`config.mk`:
```
export PLATFORM = sky130hd
export DESIGN_NAME = codec_pwr_ctrl
export DESIGN_NICKNAME = d
export VERILOG_FILES = /design/src/rtl/codec_pwr_pkg.sv /design/src/rtl/cpc_sync.sv /design/src/rtl/cpc_tick.sv /design/src/rtl/cpc_idle_watch.sv /design/src/rtl/cpc_frame_gate.sv /design/src/rtl/codec_pwr_ctrl.sv
export SDC_FILE = /design/constraint.sdc
export NUM_CORES = 1
export LEC_CHECK = 0
export CAP_MARGIN = 20
export CORE_MARGIN = 5
export CORE_UTILIZATION = 56
export DETAILED_ROUTE_END_ITERATION = 16
export PLACE_DENSITY = 0.79
export SETUP_SLACK_MARGIN = 0.2
export SYNTH_ARGS = -nofsm -noshare
export SYNTH_HDL_FRONTEND = slang
export SYNTH_SLANG_ARGS = --single-unit
```
`constraint.sdc`:
```
create_clock -name clk -period 2.9 [get_ports clk]
set_input_delay 0.58 -clock clk [delete_from_list [all_inputs] [get_ports clk]]
set_output_delay 0.58 -clock clk [all_outputs]
set_load 0.1 [all_outputs]
```
`src/rtl/codec_pwr_pkg.sv`:
```
package codec_pwr_pkg;
  localparam int SYN_PDN = 0;
  localparam int SYN_FST = 1;
  localparam int SYN_FSR = 2;
  localparam int SYN_NUM = 3;

  function automatic int unsigned sat_step(input int unsigned cur, input int unsigned lim);
    return (cur < lim) ? cur + 1 : lim;
  endfunction

  function automatic int unsigned cnt_width(input int unsigned max_val);
    return (max_val < 2) ? 1 : $clog2(max_val + 1);
  endfunction
endpackage

```
`src/rtl/cpc_sync.sv`:
```
module cpc_sync #(
  parameter int WIDTH = 3
) (
  input  logic             clk,
  input  logic             rst_n,
  input  logic [WIDTH-1:0] async_in,
  output logic [WIDTH-1:0] level,
  output logic [WIDTH-1:0] rise
);
  logic [WIDTH-1:0] stage1, stage2, prev;

  for (genvar i = 0; i < WIDTH; i++) begin : g_bit
    always_ff @(posedge clk) begin
      if (!rst_n) begin
        stage1[i] <= 1'b0;
        stage2[i] <= 1'b0;
        prev[i]   <= 1'b0;
      end else begin
        stage1[i] <= async_in[i];
        stage2[i] <= stage1[i];
        prev[i]   <= stage2[i];
      end
    end
    assign rise[i] = stage2[i] & ~prev[i];
  end

  assign level = stage2;
endmodule

```
`src/rtl/cpc_tick.sv`:
```
module cpc_tick #(
  parameter int DIV = 8
) (
  input  logic clk,
  input  logic rst_n,
  output logic tick
);
  localparam int W = (DIV < 2) ? 1 : $clog2(DIV);
  localparam logic [W-1:0] LAST = W'(DIV - 1);
  logic [W-1:0] cnt;

  assign tick = (cnt == LAST);

  always_ff @(posedge clk) begin
    if (!rst_n)    cnt <= '0;
    else if (tick) cnt <= '0;
    else           cnt <= cnt + 1'b1;
  end
endmodule

```
`src/rtl/cpc_idle_watch.sv`:
```
module cpc_idle_watch
  import codec_pwr_pkg::*;
#(
  parameter int TIMEOUT = 64
) (
  input  logic clk,
  input  logic rst_n,
  input  logic tick,
  input  logic activity,
  output logic lost
);
  localparam int W = cnt_width(TIMEOUT);
  localparam logic [W-1:0] LIMIT = W'(TIMEOUT);
  logic [W-1:0] quiet;

  assign lost = (quiet == LIMIT);

  always_ff @(posedge clk) begin
    if (!rst_n)        quiet <= LIMIT;
    else if (activity) quiet <= '0;
    else if (tick)     quiet <= W'(sat_step(int'(quiet), TIMEOUT));
  end
endmodule

```
`src/rtl/cpc_frame_gate.sv`:
```
module cpc_frame_gate
  import codec_pwr_pkg::*;
#(
  parameter int FRAMES = 2,
  localparam int W = cnt_width(FRAMES)
) (
  input  logic         clk,
  input  logic         rst_n,
  input  logic         clear,
  input  logic         pulse,
  output logic [W-1:0] count,
  output logic         reached
);
  localparam logic [W-1:0] GOAL = W'(FRAMES);

  assign reached = (count == GOAL);

  always_ff @(posedge clk) begin
    if (!rst_n)     count <= '0;
    else if (clear) count <= '0;
    else if (pulse) count <= W'(sat_step(int'(count), FRAMES));
  end
endmodule

```
`src/rtl/codec_pwr_ctrl.sv`:
```
module codec_pwr_ctrl
  import codec_pwr_pkg::*;
#(
  parameter int TICK_DIV      = 8,
  parameter int TIMEOUT_TICKS = 64,
  parameter int DT_FRAMES     = 2
) (
  input  logic clk,
  input  logic rst_n,
  input  logic pdn_n_in,
  input  logic fst_in,
  input  logic fsr_in,
  output logic pwr_down,
  output logic out_en,
  output logic dt_en
);
  localparam int CW = cnt_width(DT_FRAMES);

  logic [SYN_NUM-1:0] pin_vec, lvl_vec, rise_vec;
  logic pdn_sync, fst_rise, fsr_rise, sync_lost, tick, frames_done, asleep;
  logic [CW-1:0] frame_cnt;

  assign pin_vec[SYN_PDN] = pdn_n_in;
  assign pin_vec[SYN_FST] = fst_in;
  assign pin_vec[SYN_FSR] = fsr_in;

  cpc_sync #(.WIDTH(SYN_NUM)) u_sync (
    .clk(clk), .rst_n(rst_n), .async_in(pin_vec), .level(lvl_vec), .rise(rise_vec)
  );

  assign pdn_sync = lvl_vec[SYN_PDN];
  assign fst_rise = rise_vec[SYN_FST];
  assign fsr_rise = rise_vec[SYN_FSR];

  cpc_tick #(.DIV(TICK_DIV)) u_tick (.clk(clk), .rst_n(rst_n), .tick(tick));

  cpc_idle_watch #(.TIMEOUT(TIMEOUT_TICKS)) u_idle (
    .clk(clk), .rst_n(rst_n), .tick(tick), .activity(fst_rise | fsr_rise), .lost(sync_lost)
  );

  always_ff @(posedge clk) begin
    if (!rst_n)         asleep <= 1'b1;
    else if (!pdn_sync) asleep <= 1'b1;
    else if (asleep) begin
      if (fst_rise) asleep <= 1'b0;
    end else if (sync_lost && !(fst_rise || fsr_rise)) begin
      asleep <= 1'b1;
    end
  end

  cpc_frame_gate #(.FRAMES(DT_FRAMES)) u_gate (
    .clk(clk), .rst_n(rst_n), .clear(asleep), .pulse(fst_rise),
    .count(frame_cnt), .reached(frames_done)
  );

  assign pwr_down = asleep;
  assign out_en   = ~asleep;
  assign dt_en    = ~asleep & frames_done;
endmodule

```
# Word level (Yosys, flattened, before mapping)
# Index checks and enable logic that the tools add are counted.
[word_totals]
reg_bits = 21
elab_cells = 44
[classes]
addsub = 3
magnitude_cmp = 2
n_eq_ne = 3
n_mux = 7
bitwise = 8
reduce_logical = 8
[op_table]
columns = ["op", "count"]
rows = [
  ["7-bit 2-to-1 mux", 3],
  ["7-bit by 1-bit adder with 7-bit output (second input constant)", 1],
  ["7-bit equality test (second input constant)", 1],
  ["7-bit < comparator (second input constant)", 1],
  ["2-bit OR reduction", 3],
  ["1-bit inverter", 4],
  ["3-bit by 1-bit adder with 3-bit output (second input constant)", 1],
  ["1-bit bitwise AND", 3],
  ["3-bit equality test (second input constant)", 1],
  ["1-bit 2-to-1 mux", 3],
  ["2-bit by 1-bit adder with 2-bit output (second input constant)", 1],
  ["2-bit equality test (second input constant)", 1],
  ["2-bit < comparator (second input constant)", 1],
  ["2-bit 2-to-1 mux", 1],
  ["2-bit AND reduction", 1],
  ["2-bit nonzero test", 1],
  ["1-bit logical AND", 1],
  ["1-bit logical NOT", 1],
  ["1-bit logical OR", 1],
  ["1-bit OR", 1],
]

# Logic depth before layout (Yosys ltp)
# Gate-level depths: netlist of the first run.
[logic_depth]
word_depth = 7
ltp_mapped = 6
ltp_nobuf = 5

# Cells and area by module
# From an unflattened synthesis of the first run, not the netlist that was laid out.
[unflattened]
hier_cells = 81
area_unflattened_um2 = 848.3
[by_module_without_submodules]
columns = ["mod", "instances", "cells_per_inst", "area_each_um2", "seq_area_each_um2"]
rows = [
  ["cpc_idle_watch", 1, 37, 339.1, 140.1],
  ["cpc_sync", 1, 21, 255.2, 180.2],
  ["cpc_tick", 1, 8, 115.1, 60.1],
  ["cpc_frame_gate", 1, 9, 85.1, 40.0],
  ["codec_pwr_ctrl", 1, 6, 53.8, 20.0],
]

# Least setup slack after synthesis of the first run
# OpenSTA, ideal clock, no wires.
[synth_path]
path_kind = "register -> output"
from = "register asleep (netlist: pwr_down)"
to = "output port dt_en"
arrival_ns = 3.015
required_time_ns = 2.320
path_slack_ns = -0.695
path_stages_with_launch = 2
path_buffers = 0
path_cell_list = "dfxtp_1 > nor3b_1"
[synth_between]
elab_chain_cells = 2
[synth_lines]
columns = ["item", "line_no", "source"]
rows = [
  ["from (decl)", "codec_pwr_ctrl.sv:20", "logic pdn_sync, fst_rise, fsr_rise, sync_lost, tick, frames_done, asleep;"],
  ["from (signal assigned)", "codec_pwr_ctrl.sv:42", "if (!rst_n) asleep <= 1'b1;"],
  ["from (signal assigned)", "codec_pwr_ctrl.sv:43", "else if (!pdn_sync) asleep <= 1'b1;"],
  ["from (signal assigned)", "codec_pwr_ctrl.sv:45", "if (fst_rise) asleep <= 1'b0;"],
  ["1-bit inverter", "codec_pwr_ctrl.sv:58", "assign dt_en = ~asleep & frames_done;"],
  ["1-bit bitwise AND", "codec_pwr_ctrl.sv:58", ""],
  ["to (decl)", "codec_pwr_ctrl.sv:15", "output logic dt_en"],
]
# No other way between the ends.

# Worst setup path in the final report of the first run
[layout_path]
from = "register u_gate.count[0]"
to = "output port dt_en"
[layout_between]
elab_chain_cells = 2
[layout_lines]
columns = ["item", "line_no", "source"]
rows = [
  ["from (decl)", "cpc_frame_gate.sv:11", "output logic [W-1:0] count,"],
  ["from (signal assigned)", "cpc_frame_gate.sv:21", "else if (pulse) count <= W'(sat_step(int'(count), FRAMES));"],
  ["2-bit equality test", "cpc_frame_gate.sv:16", "assign reached = (count == GOAL);"],
  ["1-bit bitwise AND", "codec_pwr_ctrl.sv:58", ""],
]
# No other way between the ends.

==> flow_metrics.py, run 1 <==
metrics = {
    "cts": {
        "clock_path_buffers": 2,
        "postCtsResizedCells": 0,
        "clock_latency_ns": 0.31,
        "h-tree-depth": 1,
        "ctsHoldBuffers": 0,
        "clkTransAtPathRegs_ns": 0.12,
        "cts.sinks": 21,
        "ctsRootBufferMaster": "clkbuf_4",
        "cts_buffers": 3,
        "cts_setup_buffers": 0,
        "tritoncts": "built",
    },
    "floorplanning": {
        "die_y_um": 47.76,
        "rows": 13,
        "io_pins": 8,
        "die-area_sq_mm": 0.002281,
        "dieWidth_um": 47.76,
        "core_area_sq_mm": 0.001318,
        "start_util_pct": 60.59,
    },
    "timing": {
        "relSlewSlack_pct": 73.89,
        "rsz0062_at_grt": "false",
        "finalSetupViolCount": 0,
        "slew_violations": 0,
        "fmax_mhz": 569.9,
        "worst_slack_ns": 1.145,
        "fin_skew_ns": 0.009915,
        "min_period_ns": 1.755,
        "finalHoldViolations": 0,
        "worstMarginPinSlew_ns": 0.3904,
        "totalNegativeSetupSlack_ns": 0,
        "whs_ns": 0.4198,
        "fin_crit_sh_pct": 60.51,
    },
    "pwr": {
        "share_comb_of_total_power_pct": 5.2,
        "p_switching_w": 0.0001038,
        "internal_power_w": 0.0003620,
        "p_leak_nw": 0.3849,
        "sequentialPowerShare_pct": 64.8,
        "power_per_cell_area_mw_per_mm2": 517.0,
        "ir_drop_v": 0.0003392,
        "switching_share_pct": 22.27,
        "clock_power_share_pct": 30.1,
    },
    "cells_and_area": {
        "drive_above_1_share_pct": 10.99,
        "fillers": 106,
        "seqCellArea_sq_um": 420.4,
        "area_growth_pct": 12.85,
        "multiInputGateArea_sq_um": 352.8,
        "finalNetCount": 101,
        "n_antenna_cell": 0,
    },
    "min_path": {
        "hold_depth": 1,
        "min_from": "u_sync.level[0]",
        "hp-class": "flip-flop to flip-flop",
    },
    "drt": {
        "avgRoutedWirePerCell_um": 11.16,
        "drtPass1Iterations": 4,
        "drtIter0Drc": 11,
        "route.detailed.drc": 0,
        "wl_met1_um": 572,
        "dr_wl_met2_um": 562,
        "maxUsedRoutingLayer": "met3",
        "ant_nets": 0,
        "vias_per_cell": 5.311,
        "wl_um": 1183,
        "dr_wl_met3_um": 47,
        "vias": 563,
    },
    "logic_synthesis": {
        "ys_seq_area_share_pct": 52.66,
        "synth_top_family_by_area": "simple AND/OR/NAND/NOR gates",
        "synth_ff_type": "dfxtp_1",
        "synthAdderAreaFrac_pct": 6.270,
        "ys_types": 25,
        "synthCells": 82,
        "synth-simple-area-share_pct": 26.80,
        "synthArstFlopShare_pct": 0,
        "muxShareOfSynthArea_pct": 1.254,
        "ys_seq_elements": 21,
        "avgSynthCellArea_sq_um": 9.735,
        "netlist_area_sq_um": 798.3,
        "synth_compound_area_share_pct": 5.956,
        "synth_xor_area_share_pct": 3.292,
        "yosysWarnings": 0,
        "synth_fp_nets": 91,
        "synth_edf_count": 0,
    },
    "status": {
        "status": "finished clean",
    },
    "worst_setup_path": {
        "path_max_fanout": 4,
        "reg2reg_depth": 5,
        "r2r_start": "u_tick.cnt[0]",
        "crit_required_ns": 2.32,
        "end_kind": "output port",
        "cp-startpoint": "u_gate.count[0]",
        "start_kind": "flip-flop",
        "cp.arrival_ns": 1.17,
        "critPathKind": "flip-flop to output port",
    },
    "global_route": {
        "antenna_found_initial": 0,
        "grt-ovfl-total": 0,
        "grt_pass1_wl_um": 1994,
        "track_usage_pct": 12.77,
        "grt_max_degree": 17,
        "grt_pass1_vias": 501,
    },
    "placed_design": {
        "finalWeightedCongestion": 0.7278,
        "dp_hpwl_um": 868.9,
        "port_buffers": 7,
        "place_ws_ns": 1.064,
    },
    "run": {
        "maxCapViolations": 0,
    },
}
cell usage after synthesis, types with 2 or more instances:
library cell / instances / share of area, %
nor3b_1: 3 / 2.8
and3_1: 2 / 1.6
dfxtp_1: 21 / 53
xor2_1: 3 / 3.3
nand4_1: 2 / 1.6
ha_1: 4 / 6.3
and2_1: 8 / 6.3
inv_1: 5 / 2.4
nor2_1: 7 / 3.3
nand3_1: 3 / 1.9
a21oi_1: 2 / 1.3
nand2_1: 8 / 3.8
nand2b_1: 2 / 1.6
state kept, by name, indices dropped and copies added, names as in the netlist:
signal,cells
u_sync.prev,2
u_tick.cnt,3
u_sync.stage1,3
u_gate.count,2
pwr_down,1
u_idle.quiet,7
u_sync.level,3
critical path: stages, from the launching register on:
cell     delay [ns]
dfxtp_1        0.36
nor3b_2        0.19
buf_4          0.31
metrics by stage:
step                utilization, %  power (W)  instances  cell area, sq um
finish                       68.38  0.0004658        106             900.9
global route                 68.38  0.0004834        106             900.9
CTS                          68.38  0.0004671        106             900.9
detailed placement           66.29  0.0003329        102             873.3
global placement             66.29  0.0003317        102             873.3
floorplan                        -  0.0003230         82             803.3
power groups by stage:
stage          Combinational, W  Clock, W  Sequential [W]
2_1_floorplan         0.0000155         0        0.000307
3_3_place_gp          0.0000238         0        0.000308
3_5_place_dp          0.0000245         0        0.000308
4_1_cts               0.0000248  0.000140        0.000302
5_1_grt               0.0000275  0.000153        0.000303
6_report              0.0000241  0.000140        0.000302
kinds of logic (layout without fill, tap and decap cells):
family	after synthesis	after routing
AOI/OAI and AO/OA	7	7
xor gates and xnor gates	3	3
DFF	21	21
adders and majority gates	4	4
buffers and inverters	7	16
and+or+nand+nor	39	39
muxes	1	1
cell usage in the layout (no fill, tap or decap):
master and n:
a21oi_1 2, a21oi_2 1, a31oi_1 1, and2_1 8, and3_1 2, buf_4 3
clkbuf_4 3, clkdlybuf4s50_1 4, clkinv_2 1, dfxtp_1 21, ha_1 4, inv_1 5
mux2i_1 1, nand2_1 8, nand2b_1 2, nand3_1 3, nand3b_1 1, nand4_1 2
nand4_2 1, nor2_1 7, nor3b_1 2, nor3b_2 1, nor4_1 1, o2111ai_1 1
o21ai_0 1, o311ai_0 1, or3_1 1, xor2_1 3
final timing paths:
kind	to	slack, ns
min	pwr_down	0.42
max	dt_en	1.15
max reg2reg	u_idle.quiet[5]	1.39
min reg2reg	pwr_down	0.42
area by class of cell:
class	instances	area share, %
tap	15	2.083
inverter	5	2.083
sequential	21	46.67
multi-input combinational	54	39.17
clock inverter	1	0.5556
clock buffer	3	2.500
timing repair buffer	7	6.944
metal layers:
metal / track usage (%) / vias to the layer above
met2: 20.84 / 9
met4: 6.452 / 0
met1: 14.65 / 261
li1: - / 293
met3: 4.511 / 0
met5: 0 / -
No activity file was read; power rests on OpenSTA's default activity.
==> run 2, diff against run 1 <==
--- a/config.mk
+++ b/config.mk
@@ -7,9 +7,9 @@
 export LEC_CHECK = 0
 export CAP_MARGIN = 20
 export CORE_MARGIN = 5
-export CORE_UTILIZATION = 56
+export CORE_UTILIZATION = 47
 export DETAILED_ROUTE_END_ITERATION = 16
-export PLACE_DENSITY = 0.79
+export PLACE_DENSITY = 0.7
 export SETUP_SLACK_MARGIN = 0.2
 export SYNTH_ARGS = -nofsm -noshare
 export SYNTH_HDL_FRONTEND = slang
==> constraint.sdc (replaced) <==
create_clock -name clk -period 1.5 [get_ports clk]
set_input_delay 0.3 -clock clk [delete_from_list [all_inputs] [get_ports clk]]
set_output_delay 0.3 -clock clk [all_outputs]
set_load 0.1 [all_outputs]
==> run 2 against run 1 <==
Against the previous run:
- utilization shrank 1.1 points
- count of clock-buffer cells in the layout unchanged
- clock power up 92%
- first-iteration DRC count down 45%
- register-to-register slack worse by 1.2 ns
- cell count increased by 5.7%
- largest cell class unchanged
- largest power group unchanged
==> flow_metrics.py, run 2 (same netlist as run 1, synthesis figures left out) <==
metrics = {
    "worst_setup_path": {
        "r2r_start": "u_tick.cnt[0]",
        "timing.reg2reg.setup_slack_ns": 0.24,
        "r2r-end": "u_idle.quiet[5]",
        "end_kind": "output port",
        "critPathKind": "flip-flop to output port",
        "path_max_fanout": 4,
        "start_kind": "flip-flop",
        "cp.arrival_ns": 1.09,
        "crit_required_ns": 1.20,
        "reg2reg_depth": 5,
    },
    "cts": {
        "cts_buffers": 3,
        "h-tree-depth": 1,
        "clock_latency_ns": 0.30,
        "clkTransAtPathRegs_ns": 0.11,
        "ctsRootBufferMaster": "clkbuf_4",
        "clock_path_buffers": 2,
        "tritoncts": "built",
        "cts.sinks": 21,
    },
    "floorplanning": {
        "io_pins": 8,
        "die_y_um": 51.21,
        "start_util_pct": 51.20,
        "die-area_sq_mm": 0.002622,
        "dieWidth_um": 51.21,
        "rows": 14,
        "core_area_sq_mm": 0.001559,
    },
    "cells_and_area": {
        "largest_register_ffs": 7,
        "layout_common_cells": "dfxtp_1 (15), and2_1 (8), nand2_1 (8), nor2_1 (7)",
        "area_growth_pct": 31.35,
        "n_antenna_cell": 0,
        "finalNetCount": 106,
        "drive_above_1_share_pct": 26.04,
        "final_common_cell": "dfxtp_1",
        "regMostFlops": "u_idle.quiet",
    },
    "placed_design": {
        "finalWeightedCongestion": 0.7164,
        "dp_hpwl_um": 942.4,
        "port_buffers": 7,
    },
    "timing": {
        "slew_violations": 0,
        "rsz0062_at_grt": "true",
        "relSlewSlack_pct": 83.71,
        "whs_ns": 0.4314,
        "worstMarginPinSlew_ns": 0.2422,
        "finalSetupViolCount": 0,
        "fmax_mhz": 717.6,
        "min_period_ns": 1.393,
        "fin_crit_sh_pct": 92.90,
        "fin_skew_ns": 0.001909,
        "totalNegativeSetupSlack_ns": 0,
        "finalHoldViolations": 0,
    },
    "drt": {
        "route.detailed.drc": 0,
        "vias_per_cell": 5.250,
        "ant_nets": 0,
        "avgRoutedWirePerCell_um": 12.28,
        "wl_um": 1375,
        "drtIter0Drc": 6,
        "vias": 588,
        "drtPass1Iterations": 4,
    },
    "global_route": {
        "grt_max_degree": 13,
        "grt_pass1_vias": 572,
        "grt-ovfl-total": 0,
        "antenna_found_initial": 0,
        "track_usage_pct": 12.33,
        "grt_pass1_wl_um": 2428,
    },
    "min_path": {
        "min_from": "u_sync.level[0]",
        "hold_path_end": "pwr_down",
        "hp-class": "flip-flop to flip-flop",
        "hold_depth": 1,
    },
    "pwr": {
        "p_leak_nw": 0.4315,
        "power.total_w": 0.0009126,
        "power_per_cell_area_mw_per_mm2": 870.4,
        "ir_drop_v": 0.0005854,
    },
    "status": {
        "status": "finished clean",
    },
    "run": {
        "maxCapViolations": 0,
    },
}
==> run 2: cell count changes in the layout (fill, tap and decap cells not counted), moves of 2 or more <==
| cell | before | now |
|---|---|---|
| dfxtp_1 | 21 | 15 |
| dfxtp_2 | 0 | 5 |
| buf_6 | 0 | 3 |
| ha_4 | 0 | 2 |
| buf_12 | 0 | 3 |
| ha_1 | 4 | 2 |
==> run 2: layout make-up <==
class                   count  area [sq um]
clock buffers               3         22.52
inverters                   5         18.77
well taps                  16         20.02
multi-input cells          54         402.9
flip-flops and latches     21         430.4
clock inverters             1         5.005
fillers                   124         510.5
repair buffers             12         148.9
==> run 2: critical path: stages, from the launching register on <==
cell     delay, ns
dfxtp_4       0.38
nor3b_4       0.20
buf_12        0.20
==> run 2: what timing repair did <==
item	in CTS	in global routing
resized for setup	3	9
endpoints found under the setup margin	4	6
buffers inserted	2	1
hold buffers	0	0
pin swaps	1	1
==> run 2: stage by stage <==
step                      setup slack, ns  util, %  instances  area [sq um]
after CTS                         0.09237    64.61        111          1007
after floorplan                   -0.1275        -         82         840.8
after global routing              0.05073    67.26        112          1049
after global placement             0.2169    61.64        105         960.9
final                              0.1065    67.26        112          1049
after detailed placement           0.1921    61.64        105         960.9
==> run 2: layer usage <==
| metal | up-vias | GRT usage (%) | wire, um |
|---|---|---|---|
| met5 | - | 0 | 0 |
| li1 | 309 | - | - |
| met1 | 260 | 15.89 | 642 |
| met3 | 5 | 3.488 | 77 |
| met4 | 0 | 6.550 | 29 |
| met2 | 14 | 18.67 | 626 |
==> run 2: report_power, final <==
part	internal, W	total (W)	switching [W]
Combinational	0.0000330	0.0000577	0.0000247
Sequential	0.000575	0.000586	0.0000115
Clock	0.0000995	0.000269	0.000169
==> run 2: worst max-delay path by stage <==
stage	startpoint	endpoint	slack [ns]	depth (start not counted)
after floorplan	pwr_down	dt_en	-0.13	1
after global placement	rst_n	u_tick.cnt[0]	0.22	3
after detailed placement	u_tick.cnt[0]	u_idle.quiet[5]	0.19	5
after CTS	u_gate.count[0]	dt_en	0.09	2
after global routing	u_gate.count[0]	dt_en	0.05	2
final	pwr_down	dt_en	0.11	2
==> run 3, diff against run 2 <==
--- a/config.mk
+++ b/config.mk
@@ -7,9 +7,9 @@
 export LEC_CHECK = 0
 export CAP_MARGIN = 20
 export CORE_MARGIN = 5
-export CORE_UTILIZATION = 47
+export CORE_UTILIZATION = 37
 export DETAILED_ROUTE_END_ITERATION = 16
-export PLACE_DENSITY = 0.7
+export GPL_TIMING_DRIVEN = 0
 export SETUP_SLACK_MARGIN = 0.2
 export SYNTH_ARGS = -nofsm -noshare
 export SYNTH_HDL_FRONTEND = slang
==> run 3 against run 2 <==
Against the previous run:
- power hardly changed
- register-to-register slack worse by 0.09 ns
- wire length is 7.3% higher
- critical path depth stayed put
- flip-flop and latch count stayed put
- sequential share of layout area is 0.37 points higher
- utilization is 15 points lower
- die area is 22% higher
- clock skew is 0.0018 ns higher
- critical path type unchanged
- highest routed layer unchanged
==> flow_metrics.py, run 3 (same netlist as run 1, synthesis figures left out) <==
metrics = {
    "floorplanning": {
        "core_area_sq_mm": 0.002002,
        "rows": 16,
        "io_pins": 8,
        "start_util_pct": 39.88,
        "die_y_um": 56.45,
        "dieWidth_um": 56.45,
        "die-area_sq_mm": 0.003187,
    },
    "timing": {
        "worstMarginPinSlew_ns": 0.3376,
        "finalSetupViolCount": 0,
        "fmax_mhz": 701.5,
        "slew_violations": 0,
        "fin_crit_sh_pct": 95.03,
        "relSlewSlack_pct": 77.49,
        "worst_slack_ns": 0.07452,
        "whs_ns": 0.4113,
        "fin_skew_ns": 0.003728,
        "rsz0062_at_grt": "true",
        "finalHoldViolations": 0,
        "min_period_ns": 1.425,
    },
    "cells_and_area": {
        "layout_common_cells": "dfxtp_1 (16), and2_1 (8), nor2_1 (7), nand2_1 (6), inv_1 (5)",
        "drive_above_1_share_pct": 23.96,
        "n_antenna_cell": 0,
        "finalNetCount": 106,
        "final_common_cell": "dfxtp_1",
        "largest_register_ffs": 7,
        "regMostFlops": "u_idle.quiet",
        "fin_area_sq_mm": 0.001042,
        "area_growth_pct": 30.56,
    },
    "drt": {
        "wl_um": 1476,
        "avgRoutedWirePerCell_um": 12.00,
        "drtPass1Iterations": 4,
        "route.detailed.drc": 0,
        "vias_per_cell": 4.715,
        "drtIter0Drc": 5,
        "ant_nets": 0,
        "vias": 580,
    },
    "min_path": {
        "hp-class": "flip-flop to flip-flop",
        "hold_depth": 1,
        "hold_path_end": "pwr_down",
        "min_from": "u_sync.level[0]",
    },
    "worst_setup_path": {
        "cp_slowest_cell": "dfxtp_4",
        "r2r-end": "u_idle.quiet[5]",
        "timing.reg2reg.setup_slack_ns": 0.15,
        "reg2reg_depth": 6,
        "end_kind": "output port",
        "crit_path_cell_trace": "nor3b_4 > buf_12",
        "crit_required_ns": 1.20,
        "cpPeakStageDelay_ns": 0.37,
        "cp.arrival_ns": 1.13,
        "critPathKind": "flip-flop to output port",
        "path_max_fanout": 2,
        "r2r_start": "u_tick.cnt[0]",
        "start_kind": "flip-flop",
    },
    "cts": {
        "clkTransAtPathRegs_ns": 0.12,
        "ctsHoldBuffers": 0,
        "h-tree-depth": 1,
        "cts.sinks": 21,
        "clock_latency_ns": 0.31,
        "ctsRootBufferMaster": "clkbuf_4",
        "cts_buffers": 3,
        "clock_path_buffers": 2,
        "tritoncts": "built",
    },
    "placed_design": {
        "place_ws_ns": -0.4723,
        "finalWeightedCongestion": 0.6717,
        "dp_hpwl_um": 999.5,
        "port_buffers": 7,
        "placed_cell_area_sq_um": 944.7,
    },
    "global_route": {
        "grt_max_degree": 13,
        "grt_pass1_vias": 615,
        "track_usage_pct": 11.26,
        "antenna_found_initial": 0,
        "grt-ovfl-total": 0,
        "grt_pass1_wl_um": 2711,
    },
    "status": {
        "status": "finished clean",
    },
    "run": {
        "maxCapViolations": 0,
    },
    "pwr": {
        "p_leak_nw": 0.4212,
        "power_per_cell_area_mw_per_mm2": 875.3,
        "ir_drop_v": 0.0006272,
        "power.total_w": 0.0009123,
    },
}
[run 3: critical path, delay by kind of cell, from the launching register on]
| kind | cells | cell delay, ns |
|---|---|---|
| flip-flops | 1 | 0.37 |
| buffers and inverters | 1 | 0.20 |
| AND/OR/NAND/NOR | 1 | 0.24 |
[run 3: per-layer routing]
layer | wire (um) | vias up | track usage (%)
li1 | - | 302 | -
met1 | 651 | 267 | 11.51
met2 | 729 | 7 | 19.14
met3 | 57 | 4 | 4.817
met4 | 38 | 0 | 6.102
met5 | 0 | - | 0
[run 3: per-stage QoR]
step	utilization (%)	cells	TNS, ns
floorplan	-	82	-0.1275
global placement	47.19	116	-1.146
detailed placement	47.19	116	-1.257
CTS	51.38	123	0
global route	52.06	123	0
finish	52.06	123	0
[run 3: how the worst max path moves through the flow]
stage | from | end | depth (start not counted)
floorplan | pwr_down | dt_en | 1
global placement | pwr_down | dt_en | 2
detailed placement | pwr_down | dt_en | 2
CTS | u_gate.count[0] | dt_en | 2
global route | u_gate.count[0] | dt_en | 2
finish | u_gate.count[0] | dt_en | 2
[run 3: report_power, final]
group	internal (W)	switching (W)	total, W
Sequential	0.000573	0.0000116	0.000585
Combinational	0.0000308	0.0000247	0.0000555
Clock	0.0000997	0.000172	0.000272
Total	0.000704	0.000209	0.000912
[run 3: what timing repair did]
| item | in CTS | in global routing |
|---|---|---|
| gates resized for setup | 30 | 5 |
| buffers inserted | 3 | 0 |
| cloned | 0 | 0 |
| setup endpoints to repair | 8 | 9 |
| pin swaps | 2 | 5 |
| endpoints found under the hold margin | 0 | 0 |
[run 3: layout make-up]
class / instances / area (sq um)
flip-flops and latches: 21 / 431.7
fillers: 192 / 959.7
repair buffers: 10 / 117.6
multi-input cells: 54 / 397.9
plain buffers: 2 / 15.01
clock inverters: 1 / 5.005
inverters: 5 / 18.77
clock buffers: 3 / 22.52
well taps: 27 / 33.78
